### config.mk
export PLATFORM = sky130hd
export DESIGN_NAME = cmd_fetch_seq
export DESIGN_NICKNAME = d
export VERILOG_FILES = /design/src/rtl/cmd_fetch_pkg.sv /design/src/rtl/cmd_fetch_ctl.sv /design/src/rtl/cmd_fetch_regs.sv /design/src/rtl/cmd_fetch_seq.sv
export SDC_FILE = /design/constraint.sdc
export NUM_CORES = 1
export LEC_CHECK = 0
export ABC_AREA = 1
export BUFFER_PORTS_ARGS = -buffer_cell sky130_fd_sc_hd__buf_2
export CORE_UTILIZATION = 55
export DETAILED_ROUTE_END_ITERATION = 10
export GPL_ROUTABILITY_DRIVEN = 0
export HOLD_SLACK_MARGIN = 0.15
export PLACE_DENSITY = 0.82
export SLEW_MARGIN = 20
export SYNTH_ARGS = -nofsm -noshare
export SYNTH_HDL_FRONTEND = slang
export SYNTH_SLANG_ARGS = --single-unit
### constraint.sdc
create_clock -name clk -period 3.5 [get_ports clk]
set_input_delay 0.7 -clock clk [delete_from_list [all_inputs] [get_ports clk]]
set_output_delay 0.7 -clock clk [all_outputs]
set_load 0.005 [all_outputs]
### src/rtl/cmd_fetch_pkg.sv
package cmd_fetch_pkg;
  localparam logic [7:0] OPC_CALL = 8'h0C;
  localparam int NUM_STS  = 5;
  localparam int STS_CALL = 4;

  localparam logic [2:0] RA_CTRL = 3'd0;
  localparam logic [2:0] RA_HEAD = 3'd1;
  localparam logic [2:0] RA_TAIL = 3'd2;
  localparam logic [2:0] RA_CUR  = 3'd3;
  localparam logic [2:0] RA_STS  = 3'd4;
  localparam logic [2:0] RA_IEN  = 3'd5;

  typedef enum logic [1:0] {FS_IDLE, FS_ISSUE, FS_WAIT, FS_OUT} fetch_state_e;
endpackage

### src/rtl/cmd_fetch_ctl.sv
module cmd_fetch_ctl
  import cmd_fetch_pkg::*;
#(
  parameter int ADDR_W = 16
) (
  input  logic              clk,
  input  logic              rst_n,
  input  logic              start,
  input  logic              halt,
  input  logic [ADDR_W-4:0] head_word,
  input  logic [ADDR_W-4:0] tail_word,
  output logic              busy,
  output logic [ADDR_W-4:0] cur_word,
  output logic              call_err,
  output logic              mem_rd,
  output logic [ADDR_W-4:0] mem_addr,
  input  logic [63:0]       mem_rdata,
  output logic              ins_valid,
  output logic [63:0]       ins_data,
  input  logic              ins_ready
);
  localparam int PW  = ADDR_W - 3;
  localparam int CLW = PW - 3;

  fetch_state_e   st_q, st_n;
  logic [PW-1:0]  pc_q, pc_n, ret_q, ret_n, sub_end_q, sub_end_n;
  logic           in_sub_q, in_sub_n;
  logic [63:0]    ins_q;
  logic           ins_load;
  logic [PW-1:0]  end_w, call_head, call_tail;
  logic           is_call;
  logic [63:0]    unused_rdata;

  assign end_w     = in_sub_q ? sub_end_q : tail_word;
  assign is_call   = (mem_rdata[63:56] == OPC_CALL);
  assign call_head = {mem_rdata[26 +: CLW], 3'b000};
  assign call_tail = {mem_rdata[0 +: CLW], 3'b000};
  assign unused_rdata = mem_rdata;

  always_comb begin
    st_n      = st_q;
    pc_n      = pc_q;
    ret_n     = ret_q;
    sub_end_n = sub_end_q;
    in_sub_n  = in_sub_q;
    mem_rd    = 1'b0;
    ins_load  = 1'b0;
    call_err  = 1'b0;
    case (st_q)
      FS_IDLE: if (start) begin
        pc_n     = head_word;
        in_sub_n = 1'b0;
        st_n     = FS_ISSUE;
      end
      FS_ISSUE: begin
        if (pc_q == end_w) begin
          if (in_sub_q) begin
            pc_n     = ret_q;
            in_sub_n = 1'b0;
          end else begin
            st_n = FS_IDLE;
          end
        end else begin
          mem_rd = 1'b1;
          st_n   = FS_WAIT;
        end
      end
      FS_WAIT: begin
        if (is_call) begin
          st_n = FS_ISSUE;
          if (in_sub_q) begin
            call_err = !halt;
            pc_n     = pc_q + 1'b1;
          end else begin
            call_err  = !halt && (pc_q[2:0] >= 3'd6);
            ret_n     = {pc_q[PW-1:3] + 1'b1, 3'b000};
            pc_n      = call_head;
            sub_end_n = call_tail;
            in_sub_n  = 1'b1;
          end
        end else begin
          ins_load = 1'b1;
          st_n     = FS_OUT;
        end
      end
      FS_OUT: if (ins_ready) begin
        pc_n = pc_q + 1'b1;
        st_n = FS_ISSUE;
      end
      default: st_n = FS_IDLE;
    endcase
    if (halt) begin
      st_n     = FS_IDLE;
      in_sub_n = 1'b0;
    end
  end

  always_ff @(posedge clk or negedge rst_n) begin
    if (!rst_n) begin
      st_q      <= FS_IDLE;
      pc_q      <= '0;
      ret_q     <= '0;
      sub_end_q <= '0;
      in_sub_q  <= 1'b0;
      ins_q     <= '0;
    end else begin
      st_q      <= st_n;
      pc_q      <= pc_n;
      ret_q     <= ret_n;
      sub_end_q <= sub_end_n;
      in_sub_q  <= in_sub_n;
      if (ins_load) ins_q <= mem_rdata;
    end
  end

  assign busy      = (st_q != FS_IDLE);
  assign ins_valid = (st_q == FS_OUT);
  assign ins_data  = ins_q;
  assign mem_addr  = pc_q;
  assign cur_word  = pc_q;

  assert_hold_stall_R2: assert property (@(posedge clk) disable iff (!rst_n)
    (ins_valid && !ins_ready && !halt) |=> (ins_valid && $stable(ins_data)));
  assert_idle_no_read_R3: assert property (@(posedge clk) disable iff (!rst_n)
    !busy |-> !mem_rd);
  assert_call_hidden_R4: assert property (@(posedge clk) disable iff (!rst_n)
    ins_valid |-> (ins_data[63:56] != OPC_CALL));
  assert_return_line_R5: assert property (@(posedge clk) disable iff (!rst_n)
    ($fell(in_sub_q) && busy) |-> (pc_q[2:0] == 3'b000));
  assert_halt_stops_R8: assert property (@(posedge clk) disable iff (!rst_n)
    halt |=> (!busy && !ins_valid));
endmodule

### src/rtl/cmd_fetch_regs.sv
module cmd_fetch_regs
  import cmd_fetch_pkg::*;
#(
  parameter int ADDR_W = 16
) (
  input  logic              clk,
  input  logic              rst_n,
  input  logic              host_we,
  input  logic [2:0]        host_addr,
  input  logic [31:0]       host_wdata,
  output logic [31:0]       host_rdata,
  input  logic [3:0]        evt_in,
  input  logic              busy,
  input  logic [ADDR_W-4:0] cur_word,
  input  logic              call_err,
  output logic              start,
  output logic              halt,
  output logic [ADDR_W-4:0] head_word,
  output logic [ADDR_W-4:0] tail_word,
  output logic              irq
);
  localparam int PADW = 32 - ADDR_W;

  logic               en_q, en_n;
  logic [ADDR_W-1:0]  head_q, head_n, tail_q, tail_n;
  logic [NUM_STS-1:0] sts_q, sts_n, ien_q, ien_n, set_vec, clr_vec;
  logic               wr_ctrl;
  logic [31:0]        unused_wdata;

  assign unused_wdata = host_wdata;
  assign wr_ctrl = host_we && (host_addr == RA_CTRL);
  assign halt    = wr_ctrl && host_wdata[1];
  assign start   = wr_ctrl && host_wdata[0] && !host_wdata[1] && !busy;
  assign set_vec = {call_err, evt_in};
  assign clr_vec = (host_we && host_addr == RA_STS) ? host_wdata[NUM_STS-1:0] : '0;

  always_comb begin
    en_n   = wr_ctrl ? host_wdata[0] : en_q;
    head_n = (host_we && host_addr == RA_HEAD) ? host_wdata[ADDR_W-1:0] : head_q;
    tail_n = (host_we && host_addr == RA_TAIL) ? host_wdata[ADDR_W-1:0] : tail_q;
    ien_n  = (host_we && host_addr == RA_IEN) ? host_wdata[NUM_STS-1:0] : ien_q;
    sts_n  = (sts_q & ~clr_vec) | set_vec;
  end

  always_ff @(posedge clk or negedge rst_n) begin
    if (!rst_n) begin
      en_q   <= 1'b0;
      head_q <= '0;
      tail_q <= '0;
      ien_q  <= '0;
      sts_q  <= '0;
    end else begin
      en_q   <= en_n;
      head_q <= head_n;
      tail_q <= tail_n;
      ien_q  <= ien_n;
      sts_q  <= sts_n;
    end
  end

  assign head_word = head_q[ADDR_W-1:3];
  assign tail_word = tail_q[ADDR_W-1:3];
  assign irq       = |(sts_q & ien_q);

  always_comb begin
    case (host_addr)
      RA_CTRL: host_rdata = {busy, 30'd0, en_q};
      RA_HEAD: host_rdata = {{PADW{1'b0}}, head_q};
      RA_TAIL: host_rdata = {{PADW{1'b0}}, tail_q};
      RA_CUR:  host_rdata = {{PADW{1'b0}}, cur_word, 3'b000};
      RA_STS:  host_rdata = {{(32-NUM_STS){1'b0}}, sts_q};
      RA_IEN:  host_rdata = {{(32-NUM_STS){1'b0}}, ien_q};
      default: host_rdata = '0;
    endcase
  end

  assert_w1c_clears_R9: assert property (@(posedge clk) disable iff (!rst_n)
    (host_we && host_addr == RA_STS) |=>
      ((sts_q & $past(host_wdata[NUM_STS-1:0]) & ~$past(set_vec)) == '0));
  assert_sticky_R9: assert property (@(posedge clk) disable iff (!rst_n)
    (!(host_we && host_addr == RA_STS)) |=> ((sts_q & $past(sts_q)) == $past(sts_q)));
endmodule

### src/rtl/cmd_fetch_seq.sv
module cmd_fetch_seq
  import cmd_fetch_pkg::*;
#(
  parameter int ADDR_W = 16
) (
  input  logic              clk,
  input  logic              rst_n,
  input  logic              host_we,
  input  logic [2:0]        host_addr,
  input  logic [31:0]       host_wdata,
  output logic [31:0]       host_rdata,
  input  logic [3:0]        evt_in,
  output logic              irq,
  output logic              mem_rd,
  output logic [ADDR_W-4:0] mem_addr,
  input  logic [63:0]       mem_rdata,
  output logic              ins_valid,
  output logic [63:0]       ins_data,
  input  logic              ins_ready
);
  logic              start, halt, busy, call_err;
  logic [ADDR_W-4:0] head_word, tail_word, cur_word;

  cmd_fetch_regs #(.ADDR_W(ADDR_W)) u_regs (
    .clk(clk), .rst_n(rst_n),
    .host_we(host_we), .host_addr(host_addr),
    .host_wdata(host_wdata), .host_rdata(host_rdata),
    .evt_in(evt_in), .busy(busy), .cur_word(cur_word), .call_err(call_err),
    .start(start), .halt(halt), .head_word(head_word), .tail_word(tail_word),
    .irq(irq)
  );

  cmd_fetch_ctl #(.ADDR_W(ADDR_W)) u_ctl (
    .clk(clk), .rst_n(rst_n),
    .start(start), .halt(halt), .head_word(head_word), .tail_word(tail_word),
    .busy(busy), .cur_word(cur_word), .call_err(call_err),
    .mem_rd(mem_rd), .mem_addr(mem_addr), .mem_rdata(mem_rdata),
    .ins_valid(ins_valid), .ins_data(ins_data), .ins_ready(ins_ready)
  );
endmodule

==> results of run 1 <==
sequential cells by signal (all words and copies together) (netlist names), 2 cells and up:
register         count
u_ctl.sub_end_q     10
u_ctl.st_q           2
u_ctl.ins_data      64
u_ctl.ret_q         10
u_regs.tail_q       16
u_ctl.cur_word      13
u_regs.head_q       16
u_regs.sts_q         5
u_regs.ien_q         5
stage by stage:
stage	hold slack [ns]	std cells	power (mW)
after floorplan	0.404	833	4.29
after global placement	0.451	1151	5.06
after detailed placement	0.462	1151	5.16
after CTS	0.326	1183	6.89
after global routing	0.362	1183	7.33
final	0.306	1183	6.87
cell usage after synthesis (all sizes together) (6+ instances only):
library cell | count | share of area
nand3 | 36 | 0.027
buf | 34 | 0.035
a21oi | 10 | 0.0069
nand2 | 234 | 0.13
inv | 85 | 0.045
nand4 | 6 | 0.0052
o211ai | 11 | 0.011
o21ai | 99 | 0.075
mux2 | 59 | 0.091
clkbuf | 14 | 0.0072
ha | 8 | 0.014
nor2 | 42 | 0.024
dfrtp | 143 | 0.49
final timing paths:
kind                            cells after the start                 end  slack (ns)
worst max-delay path                               10              mem_rd        0.44
worst min-delay path                                1  u_ctl.ins_data[43]        0.31
worst max register to register                      8   u_ctl.cur_word[2]        0.79
worst min register to register                      2  u_ctl.ins_data[56]        0.47
max in group asynchronous                           2     u_regs.ien_q[0]        2.41
min in group clk                                    3     u_regs.sts_q[2]        0.46
report_power, final:
part	internal, mW	switching, mW
sequential	2.19	0.429
clock	1.07	0.643
combinational	1.13	1.41
total	4.39	2.48
per-layer routing:
| layer | GRT usage | routed length [µm] |
|---|---|---|
| met1 | 0.353 | 7410 |
| met2 | 0.473 | 9200 |
| met3 | 0.0649 | 1180 |
| met4 | 0.115 | 447 |
| met5 | 0 | 0 |
worst max-delay path, delay by kind of cell (launching register included):
kind,cells,cell delay (ns)
simple gates,7,0.74
flops,1,0.82
buf+inv,3,0.36
final cells by class:
class,instances,share of cell area
multi-input cells,556,0.354
flip-flops and latches,143,0.405
clock buffers,27,0.0581
clock inverters,5,0.00595
well taps,172,0.0244
inverters,86,0.0371
repair buffers,194,0.115
cell families (layout without fill, tap and decap cells):
group	Yosys count	count (layout)	share of synthesized area
buffers and inverters	134	312	0.0869
flip-flops	143	143	0.491
AO/OA/AOI/OAI	141	141	0.116
AND/OR/NAND/NOR	328	328	0.194
XOR/XNOR	5	5	0.00601
multiplexers	59	59	0.0912
adder cells (fa/ha/maj)	8	8	0.0137
other	1	15	0.000515
placed cells by master (no fill, tap or decap), drive strengths merged, types with 4 or more instances in the layout:
master    n
nand2   234
nor2     42
a21oi    10
a221oi    4
clkbuf   27
xor2      5
conb     15
dfrtp   143
nand3    36
buf     194
nor3      5
o211ai   11
a211oi    5
mux2     59
ha        8
nand4     6
o21ai    99
o221ai    5
clkinv    4
inv      85
==> results.cfg, run 1 <==
[status]
status = completed

[worst_setup_path]
crit_path_end_kind = output port
startpoint_type = flop
max_stage_delay_ns = 0.82
crit_fanout = 20
worstSetupPathType = reg2out
worstPathRequired_ns = 2.80
r2r_start = u_ctl.st_q[1]
crit_chain = inv_6, nand2_2, nand3_1, nand2_1, nand2_1, nor2_1, nand3_2, nand2_4, inv_1, buf_2
cp_common_cell = nand2_1
cp.arrival_ns = 2.36
cp_slowest_cell = dfrtp_1
crit_path_start = u_ctl.in_sub_q

[timing]
min_period_ns = 3.06
setup_viol_count_final = 0
setup_slack_ns = 0.436
finClkSkew_ns = 0.00912
tightest_slew_ns = 0.909
timing.final.max_slew_violations = 0
final-hold-violation-count = 0
max_slew_margin = 0.392
rsz0062_at_grt = no
period_share = 0.875
tns_ns = 0
fmax_mhz = 326

[logic_synthesis]
syn_inst = 819
synth_cell_types = 43
synth_seq_cells = 143
synth_edf_count = 0
mappedNetlistArea_um2 = 7280
yosys_warnings = 0
ys_async_sr_fraction = 1.00
ys_seq_area_frac = 0.491
avgSynthCellArea_um2 = 8.89
synth_ff_type = dfrtp_1

[route]
vias = 6320
ant_nets = 0
first_iter_violations = 403
drt_pass1_iterations = 7
viasPerCell = 5.34
routedWlPerCell_um = 15.4
drc = 0
finalWirelength_um = 18200

[floorplan]
rows = 41
core_area_um2 = 12800
ios = 219
start_util = 0.570
die_area_um2 = 13700
fp.dieW_um = 117
die_h_um = 117

[clock_tree]
cts_buffers = 17
clockRootBuffer = clkbuf_16
hold_buffers = 0
cts_setup_buffers = 0
insertion_delay_ns = 0.42
tritoncts = done
htreeDepth = 4
cts_resized = 0
clock-sinks = 143
clock_path_buffers = 2
clkTransAtPathRegs_ns = 0.06

[placed_design]
dp_hpwl_um = 13500
port_buffers = 187
pre_cts_ws_ns = 0.776
placed_cell_area_um2 = 8270

[finish]
diodes = 0
fillers = 1045
drive_above_1_share = 0.318
fin_nets = 1113
area_delta_synth_final_pct = 21.3
utilization = 0.692
multi_input_area_um2 = 3130
regArea_um2 = 3580
design_area_um2 = 8830

[job]
drv_cap = 0

[worst_hold_path]
hold_path.class = in2async

[power]
power_density_nw_per_um2 = 778
ir_drop_mv = 0.466
p_leak_nw = 4.59

[grt]
grt_overflow = 0
antenna_found_initial = 0
grt_pass1_wl_um = 29200
track_usage = 0.282
first_global_vias = 6079
grt_max_degree = 76
(Power assumes the default switching activity.)
==> inputs of run 2 (changes only) <==
--- a/config.mk
+++ b/config.mk
@@ -7,11 +7,12 @@
 export LEC_CHECK = 0
 export ABC_AREA = 1
 export BUFFER_PORTS_ARGS = -buffer_cell sky130_fd_sc_hd__buf_2
-export CORE_UTILIZATION = 55
+export CORE_UTILIZATION = 45
+export CTS_CLUSTER_SIZE = 40
 export DETAILED_ROUTE_END_ITERATION = 10
 export GPL_ROUTABILITY_DRIVEN = 0
 export HOLD_SLACK_MARGIN = 0.15
-export PLACE_DENSITY = 0.82
+export PLACE_DENSITY = 0.68
 export SLEW_MARGIN = 20
 export SYNTH_ARGS = -nofsm -noshare
 export SYNTH_HDL_FRONTEND = slang
==> results.cfg, run 2 (synthesized netlist as in run 1, its figures left out) <==
[floorplan]
ios = 219
core_area_um2 = 15800
start_util = 0.460
fp.dieW_um = 129
die_area_um2 = 16700
rows = 46
die_h_um = 129

[timing]
final-hold-violation-count = 0
max_slew_margin = 0.496
timing.final.max_slew_violations = 0
tns_ns = 0
finClkSkew_ns = 0.00892
setup_viol_count_final = 0
fmax_mhz = 325
min_period_ns = 3.07
setup_slack_ns = 0.425
tightest_slew_ns = 0.755
period_share = 0.879
rsz0062_at_grt = no

[route]
drc = 0
first_iter_violations = 456
routedWlPerCell_um = 15.3
ant_nets = 0
viasPerCell = 5.04
drt_pass1_iterations = 7
finalWirelength_um = 18800
vias = 6182

[worst_setup_path]
crit_buf_inv = 3
path_delay_family = flip-flops
crit_path_end_kind = output port
crit_chain = inv_6, nand2_2, nand3_1, nand2_1, nand2_1, nor2_1, nand3_2, nand2_4, inv_1, buf_2
cp_common_cell = nand2_1
cp.arrival_ns = 2.37
worstPathRequired_ns = 2.80
max_stage_delay_ns = 0.82
crit_fanout = 20
startpoint_type = flop
cp_slowest_cell = dfrtp_1
worstSetupPathType = reg2out

[job]
drv_cap = 0

[clock_tree]
cts_resized = 0
clock_path_buffers = 2
insertion_delay_ns = 0.42
htreeDepth = 4
cts_buffers = 17
clkTransAtPathRegs_ns = 0.06
clock-sinks = 143
cts_setup_buffers = 0
clockRootBuffer = clkbuf_16
hold_buffers = 0
tritoncts = done

[grt]
grt_pass1_wl_um = 30100
grt_overflow = 0
grt_max_degree = 61
first_global_vias = 5944
antenna_found_initial = 0
track_usage = 0.236

[status]
status = completed

[power]
ir_drop_mv = 0.428
p_leak_nw = 4.59
power_density_nw_per_um2 = 779

[placed_design]
pre_cts_ws_ns = 0.748
port_buffers = 187
dp_hpwl_um = 13900
dp.cells = 1197

[finish]
final_cell_mix = nand2_1 (214), buf_2 (186), dfrtp_1 (143), o21ai_0 (85), inv_1 (83)
diodes = 0
fin_nets = 1115
layout_commonest_cell = nand2_1
drive_above_1_share = 0.323
final_cells = 1227
largest_register_ffs = 64
area_delta_synth_final_pct = 22.3

[worst_hold_path]
hold_path.class = in2async
run 2: cell types whose count changed in the layout (fill, tap and decap cells not counted), sizes merged:
cell,delta
clkinv,+1
inv,+3
clkinvlp,+3
buf,+2
bufinv,+1
clkbuf,-10
run 2: metal layers:
metal	wire length (µm)	GRT usage	vias to the layer above	share of wire
met3	1190	0.0549	28	0.063
met2	9200	0.398	237	0.49
met1	8070	0.301	2906	0.43
met5	0	0	-	0
li1	-	-	3011	-
met4	315	0.0734	0	0.017
run 2: where the power goes:
group / switching [mW] / internal [mW]
Sequential: 0.441 / 2.19
Combinational: 1.40 / 1.14
Clock: 0.720 / 1.04
Total: 2.56 / 4.38
run 2: cell type report:
type,count,area (µm²)
fill,1482,6920
sequential,143,3580
multi-input combinational,556,3130
timing repair buffer,196,1030
clock buffer,17,425
inverter,86,328
tap,216,270
clock inverter,13,140
run 2: final timing paths:
kind | startpoint | slack [ns] | depth (start not counted) | endpoint
worst min-delay path | rst_n | 0.23 | 1 | u_ctl.ins_data[20]
max in group asynchronous | rst_n | 2.48 | 2 | u_regs.head_q[8]
min in group clk | evt_in[2] | 0.46 | 3 | u_regs.sts_q[2]
worst max register to register | u_ctl.in_sub_q | 0.99 | 11 | u_ctl.cur_word[2]
worst min register to register | u_ctl.ins_data[56] | 0.46 | 2 | u_ctl.ins_data[56]
worst max-delay path | u_ctl.in_sub_q | 0.43 | 10 | mem_rd
run 2: stage by stage:
step                       util  cell area [µm²]  hold slack, ns  power [mW]
after floorplan               -             7330           0.404        4.29
after global placement    0.527             8340           0.461        5.12
after detailed placement  0.527             8340           0.455        5.20
after CTS                 0.563             8900           0.246        6.99
after global routing      0.563             8900           0.264        7.40
final                     0.563             8900           0.231        6.94
==> inputs of run 3 (changes only) <==
--- a/config.mk
+++ b/config.mk
@@ -5,9 +5,9 @@
 export SDC_FILE = /design/constraint.sdc
 export NUM_CORES = 1
 export LEC_CHECK = 0
-export ABC_AREA = 1
 export BUFFER_PORTS_ARGS = -buffer_cell sky130_fd_sc_hd__buf_2
 export CORE_UTILIZATION = 45
+export CTS_BUF_LIST = sky130_fd_sc_hd__clkbuf_8
 export CTS_CLUSTER_SIZE = 40
 export DETAILED_ROUTE_END_ITERATION = 10
 export GPL_ROUTABILITY_DRIVEN = 0
==> results.cfg, run 3 <==
[timing]
setup_viol_count_final = 0
timing.hold.ws_ns = 0.269
fmax_mhz = 324
final-hold-violation-count = 0
rsz0062_at_grt = no
max_slew_margin = 0.486
timing.final.max_slew_violations = 0
tns_ns = 0
finClkSkew_ns = 0.0107
min_period_ns = 3.09
period_share = 0.882
tightest_slew_ns = 0.771

[route]
wl_met3_um = 952
met2_length_um = 8800
wl_met1_um = 8040
highest_layer = met4
viasPerCell = 5.21
finalWirelength_um = 18100
vias = 5794
ant_nets = 0
drc = 0
drt_pass1_iterations = 6
first_iter_violations = 375
routedWlPerCell_um = 16.3

[logic_synthesis]
ys_async_sr_fraction = 1.00
synth_seq_cells = 143
synth_ff_type = dfrtp_1
yosys.area_share.simple = 0.163
synth_top_family_by_area = simple AND/OR/NAND/NOR gates
mappedNetlistArea_um2 = 7130
synthTopCellsByArea = dfrtp_1 (50%), mux2_2 (11%), nand2_1 (9.9%)
synth_xor_area_frac = 0.0319
synth_compound_area_frac = 0.104
syn_inst = 711
synthDominantCellAreaShare = 0.502
yosys_warnings = 0
synth_cell_types = 51
synthMuxAreaShare = 0.136
synth_edf_count = 0
avgSynthCellArea_um2 = 10.0
ys_seq_area_frac = 0.502
post-synth-top-count-cell = nand2_1
synthTopCellsByCount = nand2_1 (189), dfrtp_1 (143), mux2_2 (72), clkbuf_1 (33), nor2_1 (29)
synth_fa_ha_area_frac = 0.0140
synth.largest_area_cell = dfrtp_1

[finish]
fin_nets = 1004
design_area_um2 = 8690
area_delta_synth_final_pct = 21.9
drive_above_1_share = 0.351
largest_register_ffs = 64
diodes = 0
layout_commonest_cell = nand2_1
final_cell_mix = nand2_1 (189), buf_2 (186), dfrtp_1 (142), mux2_2 (72), nor2_1 (29)

[clock_tree]
htreeDepth = 4
clock-sinks = 143
clockRootBuffer = clkbuf_8
clkTransAtPathRegs_ns = 0.09
clock_path_buffers = 2
cts_buffers = 17
insertion_delay_ns = 0.45
hold_buffers = 0
tritoncts = done

[power]
power_density_nw_per_um2 = 753
ir_drop_mv = 0.407
p_leak_nw = 4.31

[placed_design]
port_buffers = 187
dp_hpwl_um = 12900
placed_cell_area_um2 = 8240

[floorplan]
die_area_um2 = 16400
core_area_um2 = 15300
ios = 219
start_util = 0.466
rows = 45
die_h_um = 128
fp.dieW_um = 128

[worst_setup_path]
worstSetupPathType = reg2out
cp.arrival_ns = 2.39
crit_path_end_kind = output port
startpoint_type = flop
crit_fanout = 18
r2r_slack_ns = 0.99
worstPathRequired_ns = 2.80

[grt]
grt_overflow = 0
track_usage = 0.233
grt_max_degree = 72
grt_pass1_wl_um = 29400
antenna_found_initial = 0
first_global_vias = 5539

[job]
drv_cap = 0

[worst_hold_path]
hold_path.class = in2async

[status]
status = completed
## run 3: area by class of cell
type                    count  area [µm²]
clock inverters            14         205
well taps                 211         264
repair buffers            204        1090
multi-input cells         513        3260
clock buffers              18         248
flip-flops and latches    143        3580
inverters                  10        37.5
fillers                  1411        6630
## run 3: power by group
part / switching, mW / internal (mW)
Clock: 0.693 / 0.810
Combinational: 1.29 / 1.12
Sequential: 0.456 / 2.17
## run 3: cell families after synthesis
kind of cell,Yosys count
simple gates,269
flops,143
compound gates,107
mux,88
buf+inv,69
xor+xnor,26
fa+ha+maj,8
other cells,1
## run 3: per-layer routing
layer	vias to the layer above	global-route usage
met4	0	0.0775
met5	-	0
met2	189	0.376
met1	2821	0.312
met3	19	0.0505
li1	2765	-
## run 3: final timing paths
path / start / to / cells past startpoint
max: u_ctl.in_sub_q / mem_rd / 5
min: rst_n / u_ctl.ins_data[33] / 1
max reg2reg: u_ctl.in_sub_q / u_ctl.cur_word[6] / 7
min reg2reg: u_ctl.ins_data[41] / u_ctl.ins_data[41] / 2
max in group asynchronous: rst_n / u_regs.tail_q[6] / 2
min in group clk: evt_in[3] / u_regs.sts_q[3] / 2
## run 3: worst max-delay path, stage by stage, from the launching register on
cell     delay, ns
dfrtp_2       0.66
mux2i_1       0.31
xnor2_1       0.14
nor4_4        0.39
a41oi_4       0.25
buf_2         0.21
## run 3: repair_timing
item / CTS / global route
resized for setup: 0 / 1
setup endpoints to repair: 0 / 1
buffers inserted: 0 / 0
hold endpoints to repair: 0 / 0
## run 3: stage by stage
stage               cells  utilization  setup WS [ns]  power (mW)
global placement     1081        0.538          0.564        5.03
detailed placement   1081        0.538          0.523        5.07
CTS                  1113        0.567          0.142        6.59
global route         1113        0.567          0.266        7.01
finish               1113        0.567          0.413        6.54
floorplan             725            -          0.942        4.11
